==> src/rtl/mc_core.sv <==
module mc_core #(
  parameter logic [31:0] RESET_VEC = 32'h0
) (
  input  logic        clk,
  input  logic        rst_n,
  input  logic [31:0] mem_rdata,
  output logic [31:0] mem_addr,
  output logic [31:0] mem_wdata,
  output logic        mem_we,
  output logic [31:0] dbg_pc
);

  localparam logic [5:0] OP_RR   = 6'h00;
  localparam logic [5:0] OP_J    = 6'h02;
  localparam logic [5:0] OP_JAL  = 6'h03;
  localparam logic [5:0] OP_BEQZ = 6'h04;
  localparam logic [5:0] OP_BNEZ = 6'h05;
  localparam logic [5:0] OP_ADDI = 6'h08;
  localparam logic [5:0] OP_SLTI = 6'h0A;
  localparam logic [5:0] OP_ANDI = 6'h0C;
  localparam logic [5:0] OP_ORI  = 6'h0D;
  localparam logic [5:0] OP_XORI = 6'h0E;
  localparam logic [5:0] OP_JR   = 6'h12;
  localparam logic [5:0] OP_LW   = 6'h23;
  localparam logic [5:0] OP_SW   = 6'h2B;
  localparam logic [4:0] LINK    = 5'd31;

  typedef enum logic [3:0] {
    S_FETCH, S_DECODE, S_RR, S_RI, S_ADDR, S_LOAD, S_STORE,
    S_SETWB, S_WRITE, S_BR, S_JMP, S_JSR, S_JR
  } state_t;

  state_t      state, dispatch;
  logic [31:0] pc, ir, a, b, r, wb;
  logic [31:0] rf [32];

  wire  [5:0]  op   = ir[31:26];
  wire  [4:0]  rs   = ir[25:21];
  wire  [4:0]  rt   = ir[20:16];
  wire  [4:0]  rd   = ir[15:11];
  wire  [5:0]  fn   = ir[5:0];
  wire  [31:0] simm = {{16{ir[15]}}, ir[15:0]};
  wire  [31:0] jtgt = {pc[31:28], ir[25:0], 2'b00};
  wire  [4:0]  dest = (op == OP_RR) ? rd : rt;

  logic [2:0]  rr_sel, ri_sel;
  logic        rr_ok;

  always_comb begin
    rr_ok = 1'b1;
    case (fn)
      6'h20:   rr_sel = 3'd0;
      6'h22:   rr_sel = 3'd1;
      6'h24:   rr_sel = 3'd2;
      6'h25:   rr_sel = 3'd3;
      6'h26:   rr_sel = 3'd4;
      6'h2A:   rr_sel = 3'd5;
      default: begin rr_sel = 3'd0; rr_ok = 1'b0; end
    endcase
  end

  always_comb begin
    case (op)
      OP_SLTI: ri_sel = 3'd5;
      OP_ANDI: ri_sel = 3'd2;
      OP_ORI:  ri_sel = 3'd3;
      OP_XORI: ri_sel = 3'd4;
      default: ri_sel = 3'd0;
    endcase
  end

  always_comb begin
    case (op)
      OP_RR:                                    dispatch = rr_ok ? S_RR : S_FETCH;
      OP_ADDI, OP_SLTI, OP_ANDI, OP_ORI, OP_XORI: dispatch = S_RI;
      OP_LW, OP_SW:                             dispatch = S_ADDR;
      OP_BEQZ, OP_BNEZ:                         dispatch = S_BR;
      OP_J:                                     dispatch = S_JMP;
      OP_JAL:                                   dispatch = S_JSR;
      OP_JR:                                    dispatch = S_JR;
      default:                                  dispatch = S_FETCH;
    endcase
  end

  function automatic logic [31:0] alu(input logic [2:0] f, input logic [31:0] x, input logic [31:0] y);
    case (f)
      3'd0:    return x + y;
      3'd1:    return x - y;
      3'd2:    return x & y;
      3'd3:    return x | y;
      3'd4:    return x ^ y;
      default: return {31'b0, $signed(x) < $signed(y)};
    endcase
  endfunction

  wire br_take = (a == 32'h0) ^ (op == OP_BNEZ);

  always_ff @(posedge clk) begin
    if (!rst_n) begin
      state <= S_FETCH;
      pc    <= RESET_VEC;
      ir    <= '0;
      a     <= '0;
      b     <= '0;
      r     <= '0;
      wb    <= '0;
      for (int i = 0; i < 32; i++) rf[i] <= '0;
    end else begin
      case (state)
        S_FETCH: begin
          ir    <= mem_rdata;
          pc    <= pc + 32'd4;
          state <= S_DECODE;
        end
        S_DECODE: begin
          a     <= (rs == 5'd0) ? 32'h0 : rf[rs];
          b     <= (rt == 5'd0) ? 32'h0 : rf[rt];
          state <= dispatch;
        end
        S_RR: begin
          r     <= alu(rr_sel, a, b);
          state <= S_SETWB;
        end
        S_RI: begin
          r     <= alu(ri_sel, a, simm);
          state <= S_SETWB;
        end
        S_ADDR: begin
          r     <= a + simm;
          state <= (op == OP_SW) ? S_STORE : S_LOAD;
        end
        S_LOAD: begin
          wb    <= mem_rdata;
          state <= S_WRITE;
        end
        S_STORE: state <= S_FETCH;
        S_SETWB: begin
          wb    <= r;
          state <= S_WRITE;
        end
        S_WRITE: begin
          if (dest != 5'd0) rf[dest] <= wb;
          state <= S_FETCH;
        end
        S_BR: begin
          if (br_take) pc <= pc + {simm[29:0], 2'b00};
          state <= S_FETCH;
        end
        S_JMP: begin
          pc    <= jtgt;
          state <= S_FETCH;
        end
        S_JSR: begin
          rf[LINK] <= pc;
          pc       <= jtgt;
          state    <= S_FETCH;
        end
        S_JR: begin
          pc    <= a;
          state <= S_FETCH;
        end
        default: state <= S_FETCH;
      endcase
    end
  end

  assign mem_addr  = (state == S_LOAD || state == S_STORE) ? r : pc;
  assign mem_wdata = b;
  assign mem_we    = (state == S_STORE);
  assign dbg_pc    = pc;

endmodule

==> config.mk <==
export PLATFORM = sky130hd
export DESIGN_NAME = mc_core
export DESIGN_NICKNAME = d
export VERILOG_FILES = /design/src/rtl/mc_core.sv
export SDC_FILE = /design/constraint.sdc
export NUM_CORES = 2
export LEC_CHECK = 0
export BUFFER_PORTS_ARGS = -buffer_cell sky130_fd_sc_hd__buf_2
export CAP_MARGIN = 0
export CORE_MARGIN = 10
export CORE_UTILIZATION = 33
export DETAILED_ROUTE_END_ITERATION = 12
export PLACE_DENSITY = 0.46
export SKIP_CTS_REPAIR_TIMING = 1
export SLEW_MARGIN = 20
export SYNTH_ARGS = -nofsm -noshare
export SYNTH_HDL_FRONTEND = slang
export SYNTH_SLANG_ARGS = --single-unit
==> constraint.sdc <==
create_clock -name clk -period 6.4 [get_ports clk]
set_input_delay 0.64 -clock clk [delete_from_list [all_inputs] [get_ports clk]]
set_output_delay 0.64 -clock clk [all_outputs]
set_load 0.05 [all_outputs]
=== Word-level counts from Yosys, hierarchy flattened ===
Memories as Yosys holds them, arrays and structs flattened. A register that Yosys moved wholly into a read port is not among the register bits.
Index checks and enable logic that the tools add are counted.

* Add/subtract/negate cells: 6
* Multiply operators: 0
* Div/mod/pow operators: 0
* Order comparisons: 2
* Eq/ne operators: 39
* Shift operators: 0
* Muxes and demuxes: 33
* Bitwise logic cells: 9
* Reductions and logical operators: 23

{| class="wikitable"
|+ Operators with widths
! kind !! count
|-
| one-hot mux 32 bit (5 select lines) || 2
|-
| 2-to-1 mux 32 bit || 6
|-
| one-hot mux 32 bit (4 select lines) || 1
|-
| adder 32 bit || 3
|-
| one-hot mux 32 bit (3 select lines) || 1
|-
| bitwise AND 32 bit || 2
|-
| bitwise OR 32 bit || 2
|-
| one-hot mux 32 bit (2 select lines) || 1
|-
| subtractor 32 bit || 2
|-
| bitwise XOR 32 bit || 2
|-
| == test 6 bit, second input constant || 8
|-
| adder 32 x 3 -> 32 bit, second input constant || 1
|-
| zero test 32 bit || 1
|-
| less-than comparator 32 x 16 -> 1 bit || 1
|-
| less-than comparator 32 bit || 1
|-
| OR reduction 32 bit || 1
|-
| == test 6 x 4 -> 1 bit, second input constant || 5
|-
| 2-to-1 mux 5 bit || 6
|-
| one-hot mux 4 bit (7 select lines) || 1
|-
| == test 4 bit, second input constant || 5
|-
| one-hot mux 4 bit (5 select lines) || 1
|-
| == test 4 x 3 -> 1 bit, second input constant || 4
|-
| one-hot mux 3 bit (5 select lines) || 1
|-
| == test 3 x 2 -> 1 bit, second input constant || 4
|-
| other kinds (28) || 50
|}

* Flip-flop bits (word level): 196
* Latch bits: 0
* Memory bits (writable): 1,024
* Bits in read-only memories: 0
* Input port bits: 34
* Output and inout port bits: 97
* Word-level logic and storage cells: 121
* Memories kept: 1

{| class="wikitable"
|+ Memory list
! memory !! depth !! bits a word !! read ports !! clocked after memory_dff !! write ports !! RTL line !! source
|-
| rf || 32 || 32 || 2 || 2 || 32 || 35 || <nowiki>logic [31:0] rf [32];</nowiki>
|}

=== Longest topological paths before layout ===
* Depth in word-level cells: 9
* Mapped depth: 16
* Gate-level depth less buffers: 14

=== Worst setup path before layout ===
No wires, ideal clock.

* Path type: reg2reg
* Start point: reg ir[15]
* End point: mem rf[24][0] (enable)
* Library setup time: 466 ps
* Data arrival time: 4,320 ps
* Required time: 5,934 ps
* Setup slack: 1,614 ps
* Cell stages (with the launch flop): 8
* Buffers on the path: 1
* Clock period less this slack: 4,786 ps
* Cells stage by stage: dfxtp_1 -> inv_1 -> nor2_1 -> a21oi_1 -> nand3_1 -> nand2_1 -> buf_2 -> o21ai_0

{| class="wikitable"
|+ RTL lines
! item !! RTL line !! source
|-
| start: declaration || 34 || <nowiki>logic [31:0] pc, ir, a, b, r, wb;</nowiki>
|-
| start signal: assignment || 111 || <nowiki>ir <= mem_rdata;</nowiki>
|-
| end: declaration || 35 ||
|}

=== Worst setup path in the final report ===
* Start point: reg state[0]
* End point: reg pc[29], in the netlist dbg_pc[29]

* Cells in the longest elaborated chain, start to end: 4
* Elaborated cells on any way between the ends: 11
* Classes of those cells: eq/ne: 5; mux: 1; bitwise: 1; reduce/logical: 4

{| class="wikitable"
|+ RTL lines
! item !! RTL line !! source
|-
| start: declaration || 33 || <nowiki>state_t state, dispatch;</nowiki>
|-
| start signal: assignment || 118 || <nowiki>state <= dispatch;</nowiki>
|-
| start signal: assignment || 130 || <nowiki>state <= (op == OP_SW) ? S_STORE : S_LOAD;</nowiki>
|-
| branches (longest 4 deep; another with one-hot mux 32 bit (4 select lines)) || -- ||
|-
| end signal: assignment || 112 || <nowiki>pc <= pc + 32'd4;</nowiki>
|-
| end signal: assignment || 146 || <nowiki>if (br_take) pc <= pc + {simm[29:0], 2'b00};</nowiki>
|-
| end signal: assignment || 150 || <nowiki>pc <= jtgt;</nowiki>
|-
| end: declaration || 34 ||
|}

Several ways; the timed one is not identified.
A chain may end at the register's enable or synchronous reset.

==> flow_metrics.tcl <==
set metrics [dict create \
    min_period_ns 4.851 \
    tns_ns 0 \
    synth-xor-area-share 0.007200 \
    drive_gt1_frac 0.2269 \
    slowest_delay_ns 0.60 \
    crit_path_start_kind "flip-flop" \
    synth_warnings 0 \
    powerDensity_nw_per_um2 319.0 \
    synth_area_um2 72990 \
    critical-path-top-delay-family "simple AND/OR/NAND/NOR gates" \
    cts_root_buf "clkbuf_16" \
    areaGrowthSynthToFinish_pct 12.97 \
    cp.arrival_ns 5.52 \
    synth.area.mux_share 0.2190 \
    die-area_um2 240400 \
    gp_congestion 0.9469 \
    drt_iter0_markers 6059 \
    power.leakage_nw 28.81 \
    worstPathCellList "nor2b_1, nand2_1, nor2_1, buf_4, ha_1, a2111oi_0, o21ai_0, nand3b_1, or3_1, a31oi_1, a2111oi_0, a2111oi_0, a21oi_1" \
    r2r_setup_slack_ns 1.55 \
    path_class "flip-flop to flip-flop" \
    status "completed" \
    synth_ff_type "edfxtp_1" \
    antenna_left 0 \
    cts_tree "yes" \
    viasPerCell 5.808 \
    synth_cell_types 96 \
    gr-total-overflow 0 \
    min_path_type "primary input to flip-flop" \
    finalClockSkew_ns 0.04138 \
    async_reset_ff_frac 0 \
    synth_adder_area_share 0.03908 \
    critPathMaxFanout 17 \
    crit_slowest_cell "nand2_1" \
    drv_slew 0 \
    ir_drop_mv 0.2612 \
    setup_ws_ns 1.549 \
    clk_pin_slew_ns 0.06 \
    drv_cap 0 \
    dp_hpwl_um 198100 \
    final_util 0.3749 \
    hold_viol_final 0 \
    fin_nets 6016 \
    path_common_cell "a2111oi_0" \
    die_w_um 490.3 \
    grt_pass1_vias 51096 \
    max_freq_mhz 206.1 \
    crit_buf_inv 1 \
    synth_edf_count 1024 \
    clkSinkCount 1230 \
    cts_buffers 147 \
    avgSynthCellArea_um2 12.64 \
    grt_max_degree 116 \
    slew_headroom 0.2127 \
    place_ws_ns 1.592 \
    synth_compound_area_frac 0.08797 \
    end_kind "flip-flop" \
    start_util 0.3319 \
    grt_antenna_before_repair 19 \
    clock_latency_ns 0.84 \
    h-tree-depth 4 \
    first_pass_iters 6 \
    timing.final.crit_share 0.7580 \
    die_y_um 490.3 \
    setup_viol 0 \
    wirelength_um 292600 \
    cp_data_required_time_ns 7.07 \
    fillers 20989 \
    synth_top_family_by_area "multiplexers" \
    io_buffers 130 \
    tightest_slew_ns 1.177 \
    yosysSeqAreaShare 0.4778 \
    synth-simple-area-share 0.1329 \
    core-area_um2 219900 \
    clock_path_buffers 3 \
    drc 0 \
    synth_seq_cells 1230 \
    rows 172 \
    rsz0062_at_grt "no" \
    grt_usage 0.2354 \
    vias 51397 \
    grt_first_pass_wirelength_um 410200 \
    routedWlPerCell_um 33.07 \
    ios 131 \
    netlist_instances 5776 \
]
[per-layer routing]
layer  GRT usage  vias up  share of wire
met5           0        -       0.000031
met4     0.07710        2          0.035
met3     0.03782      454          0.067
met2      0.3886     2214           0.48
met1      0.3155    26904           0.42
li1            -    21823              -
[final timing paths]
path,from,endpoint,cells past startpoint
setup / recovery,state[0],dbg_pc[29],13
hold / removal,mem_rdata[4],ir[4],3
setup reg to reg,state[0],dbg_pc[29],13
hold reg to reg,ir[0],ir[0],2
[registers in the layout (all words and copies together) (netlist names), named ones only]
name and flops:
a 32, dbg_pc 32, ir 32, mem_wdata 32, r 32, rf 1024
state 4, wb 32
[layout by cell type, fill, tap and decap left out, types with 41 or more instances in the layout]
cell type,count
dfxtp_1,177
clkbuf_1,44
nand3_1,41
mux2i_1,119
nor2_1,372
edfxtp_1,1024
mux4_2,640
a21o_1,41
nand2_1,202
buf_4,171
o21ai_0,184
buf_2,129
ha_1,220
a31oi_1,41
a21oi_1,295
a211oi_1,76
inv_1,155
and2_1,973
clkbuf_16,147
[worst reg2reg max path: cells and delay by family (launching register included)]
kind / cells / cell delay (ns)
and+or+nand+nor: 5 / 2.04
AOI/OAI and AO/OA: 6 / 1.56
DFF: 1 / 0.47
adders and majority gates: 1 / 0.35
buffers and inverters: 1 / 0.28
[through the flow]
stage	power (W)	cell area, um^2	hold slack (ns)	instances
floorplan	0.01486	73110	0.4581	5807
global placement	0.01811	77750	0.4811	8564
detailed placement	0.01812	77780	0.4881	8565
CTS	0.02636	82380	0.02114	8836
global route	0.02718	82430	0.06601	8841
finish	0.02631	82450	0.08389	8849
[cells by family (layout without fill, tap and decap cells)]
logic type,Yosys count,count (layout)
simple gates,1798,1798
other cells,1,44
compound gates,990,990
xor+xnor,60,60
flops,1230,1230
fa+ha+maj,225,225
mux,793,793
buf+inv,679,751
[cell usage after synthesis, drive strengths merged (6+ instances only)]
| cell | n | area share |
|---|---|---|
| edfxtp | 1024 | 0.42 |
| and2 | 976 | 0.084 |
| mux4 | 640 | 0.20 |
| clkbuf | 415 | 0.021 |
| nor2 | 409 | 0.021 |
| a21oi | 297 | 0.020 |
| o21ai | 223 | 0.015 |
| ha | 220 | 0.038 |
| dfxtp | 206 | 0.057 |
| nand2 | 203 | 0.010 |
| inv | 158 | 0.0081 |
| mux2i | 119 | 0.016 |
| buf | 104 | 0.0063 |
| a211oi | 78 | 0.0082 |
| a31oi | 42 | 0.0036 |
| a21o | 41 | 0.0042 |
| nand3 | 41 | 0.0028 |
| xnor2 | 40 | 0.0048 |
| a22o | 35 | 0.0042 |
| a221oi | 34 | 0.0043 |
| mux2 | 34 | 0.0052 |
| nor3 | 30 | 0.0021 |
| o211ai | 29 | 0.0030 |
| nor4 | 25 | 0.0024 |
| o21bai | 24 | 0.0025 |
| a22oi | 23 | 0.0024 |
| and3 | 20 | 0.0017 |
| xor2 | 20 | 0.0024 |
| nand4 | 19 | 0.0016 |
| o21a | 19 | 0.0020 |
| o22ai | 18 | 0.0015 |
| nand2b | 15 | 0.0013 |
| nor2b | 15 | 0.0013 |
| a2111oi | 14 | 0.0020 |
| o31ai | 14 | 0.0016 |
| or3 | 13 | 0.0011 |
| a211o | 11 | 0.0013 |
| o32ai | 11 | 0.0014 |
| a21boi | 8 | 0.00082 |
| a311oi | 8 | 0.0010 |
| o41ai | 8 | 0.0012 |
| a221o | 7 | 0.00096 |
| o221ai | 7 | 0.00084 |
| nand3b | 6 | 0.00062 |
| nor3b | 6 | 0.00062 |
[layout make-up]
class / count / area [um^2] / area share
multi-input combinational: 3898 / 36240 / 0.4396
sequential: 1230 / 34930 / 0.4236
clock buffer: 197 / 3926 / 0.04762
tap: 2958 / 3701 / 0.04489
timing repair buffer: 320 / 2337 / 0.02835
clock inverter: 74 / 676.9 / 0.008209
inverter: 160 / 608.1 / 0.007375
antenna: 12 / 30.03 / 0.0003642
[report_power, final]
group / switching, W / internal, W
Sequential: 0.000788 / 0.00910
Combinational: 0.00523 / 0.00295
Clock: 0.00365 / 0.00459
Total: 0.00967 / 0.0166
Power figures use the tool's default switching activity.
